<file path="src/rtl/det3_sched.sv">
module det3_sched #(
  parameter int W = 8
) (
  input  logic           clk,
  input  logic           rst,
  input  logic           start,
  input  logic [9*W-1:0] m_in,
  output logic           busy,
  output logic           done,
  output logic [3*W+1:0] det
);
  localparam int PW = 2*W;
  localparam int DW = 2*W+1;
  localparam int SW = 3*W+1;
  localparam int RW = 3*W+2;

  logic [9*W-1:0] mreg;
  logic [2:0]     step;

  logic signed [W-1:0]  el [9];
  logic signed [PW-1:0] p [3];
  logic signed [PW-1:0] q [3];
  logic signed [DW-1:0] d [3];
  logic signed [SW-1:0] s [3];
  logic signed [RW-1:0] acc;

  logic signed [DW-1:0] mx [3];
  logic signed [W-1:0]  my [3];
  logic signed [SW-1:0] mp [3];
  logic signed [RW-1:0] ax [3];
  logic signed [RW-1:0] ay [3];
  logic signed [RW-1:0] as [3];
  logic                 sub [3];

  for (genvar k = 0; k < 9; k++) begin : g_el
    assign el[k] = mreg[k*W +: W];
  end

  for (genvar u = 0; u < 3; u++) begin : g_unit
    assign mp[u] = mx[u] * my[u];
    assign as[u] = sub[u] ? ax[u] - ay[u] : ax[u] + ay[u];
  end

  always_comb begin
    for (int u = 0; u < 3; u++) begin
      mx[u] = '0;
      my[u] = '0;
    end
    case (step)
      3'd0: begin
        mx[0] = DW'(el[4]); my[0] = el[8];
        mx[1] = DW'(el[3]); my[1] = el[8];
        mx[2] = DW'(el[3]); my[2] = el[7];
      end
      3'd1: begin
        mx[0] = DW'(el[7]); my[0] = el[5];
        mx[1] = DW'(el[6]); my[1] = el[5];
        mx[2] = DW'(el[6]); my[2] = el[4];
      end
      3'd3: begin
        mx[0] = d[0]; my[0] = el[0];
        mx[1] = d[1]; my[1] = el[1];
        mx[2] = d[2]; my[2] = el[2];
      end
      default: ;
    endcase
  end

  always_comb begin
    for (int u = 0; u < 3; u++) begin
      ax[u]  = '0;
      ay[u]  = '0;
      sub[u] = 1'b0;
    end
    case (step)
      3'd2: begin
        for (int u = 0; u < 3; u++) begin
          ax[u]  = RW'(p[u]);
          ay[u]  = RW'(q[u]);
          sub[u] = 1'b1;
        end
      end
      3'd4: begin
        ax[0] = RW'(s[0]); ay[0] = RW'(s[1]); sub[0] = 1'b1;
      end
      3'd5: begin
        ax[1] = acc; ay[1] = RW'(s[2]);
      end
      default: ;
    endcase
  end

  always_ff @(posedge clk) begin
    if (rst) begin
      busy <= 1'b0;
      done <= 1'b0;
      step <= '0;
      det  <= '0;
    end else begin
      done <= 1'b0;
      if (!busy) begin
        if (start) begin
          mreg <= m_in;
          busy <= 1'b1;
          step <= '0;
        end
      end else begin
        step <= step + 3'd1;
        case (step)
          3'd0: for (int u = 0; u < 3; u++) p[u] <= PW'(mp[u]);
          3'd1: for (int u = 0; u < 3; u++) q[u] <= PW'(mp[u]);
          3'd2: for (int u = 0; u < 3; u++) d[u] <= DW'(as[u]);
          3'd3: for (int u = 0; u < 3; u++) s[u] <= mp[u];
          3'd4: acc <= as[0];
          default: begin
            det  <= as[1];
            done <= 1'b1;
            busy <= 1'b0;
          end
        endcase
      end
    end
  end
endmodule

</file>
<file path="config.mk">
export PLATFORM = sky130hd
export DESIGN_NAME = det3_sched
export DESIGN_NICKNAME = d
export VERILOG_FILES = /design/src/rtl/det3_sched.sv
export SDC_FILE = /design/constraint.sdc
export NUM_CORES = 2
export LEC_CHECK = 0
export ABC_AREA = 1
export BUFFER_PORTS_ARGS = -buffer_cell sky130_fd_sc_hd__buf_4
export CORE_UTILIZATION = 64
export DETAILED_ROUTE_END_ITERATION = 7
export HOLD_SLACK_MARGIN = 0.1
export PLACE_DENSITY = 0.85
export SETUP_SLACK_MARGIN = 0.5
export SYNTH_ARGS = -nofsm -noshare
export SYNTH_HDL_FRONTEND = slang
export SYNTH_SLANG_ARGS = --single-unit
export TNS_END_PERCENT = 1
</file>
<file path="constraint.sdc">
create_clock -name clk -period 15.02 [get_ports clk]
set_input_delay 1.502 -clock clk [delete_from_list [all_inputs] [get_ports clk]]
set_output_delay 1.502 -clock clk [all_outputs]
set_load 0.02 [all_outputs]
</file>
==> results.py <==
metrics = {
    "layout": {
        "postLayoutCoreUtil": 0.708,
        "n_fill_cell": 3685,
        "drive_above_1_share": 0.0571,
        "area_growth_pct": 8.23,
        "layout.nets": 4480,
        "final_cell_mix": "inv_1 (965), nand2_1 (919), fa_1 (331), edfxtp_1 (320), ha_1 (211)",
        "final_common_cell": "inv_1",
        "diodes": 0,
    },
    "clocking": {
        "cts_inserted_buffers": 40,
        "post_cts_buffers": 0,
        "htreeDepth": 2,
        "clkTransAtPathRegs_ns": 0.06,
        "cts_root_buf": "clkbuf_16",
        "postCtsHoldBufs": 0,
        "tritoncts": "yes",
        "cts.sinks": 351,
        "insertion_delay_ns": 0.58,
        "clock_path_buffers": 3,
        "post_cts_resized": 0,
    },
    "detailed_routing": {
        "drt-total-wl_mm": 87.8,
        "drt_iter0_drc": 2833,
        "viasPerCell": 5.61,
        "drt_first_pass_iters": 8,
        "drc": 0,
        "drt-wirelength-per-cell_um": 19.3,
        "postRouteAntennaNets": 0,
        "vias": 25500,
    },
    "timing": {
        "skew_ns": 0.0323,
        "fin_crit_ns": 7.29,
        "tns_ns": 0,
        "slew-limit-headroom": 0.315,
        "rsz0062_at_grt": "false",
        "worst_pin_slew_ns": 1.02,
        "hold_viol": 0,
        "setup_violations": 0,
        "slew_viol_final": 0,
        "fin_crit_sh": 0.485,
        "fmax_ghz": 0.137,
    },
    "grt": {
        "grt_pass1_vias": 25300,
        "grt_pass1_wl_mm": 137,
        "overflow": 0,
        "antenna_found_initial": 1,
        "grt_max_degree": 73,
        "grt_usage": 0.354,
    },
    "critical_path": {
        "path_common_cell": "nand2_1",
        "path_cells": "inv_2 > nand2_1 > inv_1 > nand2_1 > nand2_1 > clkinv_1 > nand2_1 > nand2_1 > fa_1 > inv_1 > fa_1 > fa_1 > fa_1 > ha_1 > nand2_1 > nor3_1 > nand3_1 > o211ai_1 > xor2_1",
        "cp.arrival_ns": 7.60,
        "worstSetupPathType": "flip-flop to flip-flop",
        "path_max_fanout": 23,
        "cp_slowest_stage_delay_ns": 0.69,
        "crit_required_ns": 15.33,
        "startpoint_type": "flip-flop",
        "critPathSlowestCell": "inv_1",
        "end_kind": "flip-flop",
    },
    "power_and_ir_drop": {
        "power_leakage_uw": 0.0187,
        "p_per_area_mw_per_mm2": 234,
        "vdd_drop_max_v": 0.000205,
    },
    "min_path": {
        "hold_path.class": "flip-flop to flip-flop",
    },
    "synth": {
        "yosys.area_share.simple": 0.160,
        "synth_adder_area_share": 0.287,
        "ys.flop_type": "edfxtp_1",
        "synthMuxAreaShare": 0.000930,
        "synth_compound_area_frac": 0.0733,
        "yosysSeqAreaShare": 0.317,
        "yosys.cell_types.count": 49,
        "async_reset_ff_frac": 0,
        "synth_top_family_by_area": "adder cells",
        "synthXorXnorAreaFrac": 0.0371,
        "synth_edf_count": 320,
        "syn_avg_cell_area_um2": 8.57,
        "ys_warn_count": 0,
        "syn_nets": 4389,
        "synth_seq_cells": 351,
        "synthesis.area_mm2": 0.0323,
        "syn_inst": 3771,
    },
    "place": {
        "hpwl_mm": 68.8,
        "routabilityCongestion": 0.991,
        "numPortBuffers": 102,
    },
    "die": {
        "dieArea_mm2": 0.0514,
        "initial_core_util": 0.654,
        "die_h_um": 227,
        "core_area_mm2": 0.0494,
        "die_w_um": 227,
        "num_rows": 81,
        "pin_count": 103,
    },
    "job": {
        "drv_cap": 0,
    },
    "run_status": {
        "status": "completed",
    },
}
-- registers in the layout, indices dropped and copies added, names as in the netlist --
name and flops:
step 3, p 48, d 51, done 1
q 48, s 75, mreg 72, busy 1
det 26, acc 26
-- per-layer routing --
| layer | routed length [µm] | vias up | part of all wire | track usage |
|---|---|---|---|---|
| li1 | - | 11800 | - | - |
| met1 | 35100 | 12000 | 0.40 | 0.489 |
| met2 | 38300 | 1505 | 0.44 | 0.534 |
| met3 | 10600 | 234 | 0.12 | 0.0868 |
| met4 | 3760 | 4 | 0.043 | 0.147 |
| met5 | 87 | - | 0.00099 | 0.0117 |
-- critical path, delay by kind of cell, from the launching register on --
kind | cells | cell delay (ns)
fa+ha+maj | 5 | 2.46
xor+xnor | 1 | 0.09
buf+inv | 4 | 1.75
compound gates | 1 | 0.23
simple gates | 8 | 2.07
flops | 1 | 0.41
-- Yosys cell counts, drive strengths merged, types with 4 or more instances --
master,number,area [µm²]
ha,212,2650
clkbuf,22,82.6
buf,50,264
a31oi,11,68.8
fa,331,6630
nand2,928,3510
xnor2,59,517
inv,976,3660
a21o,9,67.6
o21bai,13,97.6
nor4,5,31.3
nor3,29,155
and3,5,31.3
o221ai,6,52.6
dfxtp,31,621
edfxtp,320,9610
o21ai,119,596
o211ai,18,135
a22o,58,508
a21oi,133,666
a211oi,4,30.0
nand4,13,81.3
xor2,78,683
nor2,220,856
nand3,93,485
o21a,4,30.0
-- kinds of logic after synthesis --
family          Yosys count
mux                       3
compound gates          390
flops                   351
fa+ha+maj               543
simple gates           1298
xor+xnor                137
buf+inv                1049
-- report_power, final --
group	switching [µW]	internal (µW)
registers	25.4	1660
clock network	415	526
logic	3630	1920
-- path summary, 6_finish.rpt --
path,cells after the start,start,slack (ns),endpoint
worst min register to register,2,det[9],0.46,det[9]
worst min-delay path,2,det[9],0.46,det[9]
worst max register to register,19,step[2],7.73,s[0][72]
worst max-delay path,19,step[2],7.73,s[0][72]
-- final cells by class --
class / instances / area (µm²) / share of cell area
clock inverter: 17 / 104 / 0.00297
sequential: 351 / 10200 / 0.293
multi-input combinational: 2371 / 18100 / 0.518
timing repair buffer: 121 / 908 / 0.0260
inverter: 977 / 3670 / 0.105
clock buffer: 52 / 1120 / 0.0320
tap: 664 / 831 / 0.0238
-- per-stage QoR --
stage / setup slack, ns / cell area [µm²] / std cells / hold slack (ns) / total power [µW]
floorplan: 9.54 / 32300 / 3771 / 0.480 / 5560
global placement: 8.11 / 33700 / 4484 / 0.440 / 6990
detailed placement: 7.94 / 33700 / 4484 / 0.451 / 7110
CTS: 7.97 / 35000 / 4553 / 0.461 / 8080
global route: 7.36 / 35000 / 4553 / 0.495 / 8830
finish: 7.73 / 35000 / 4553 / 0.456 / 8190
Power figures use the tool's default switching activity.
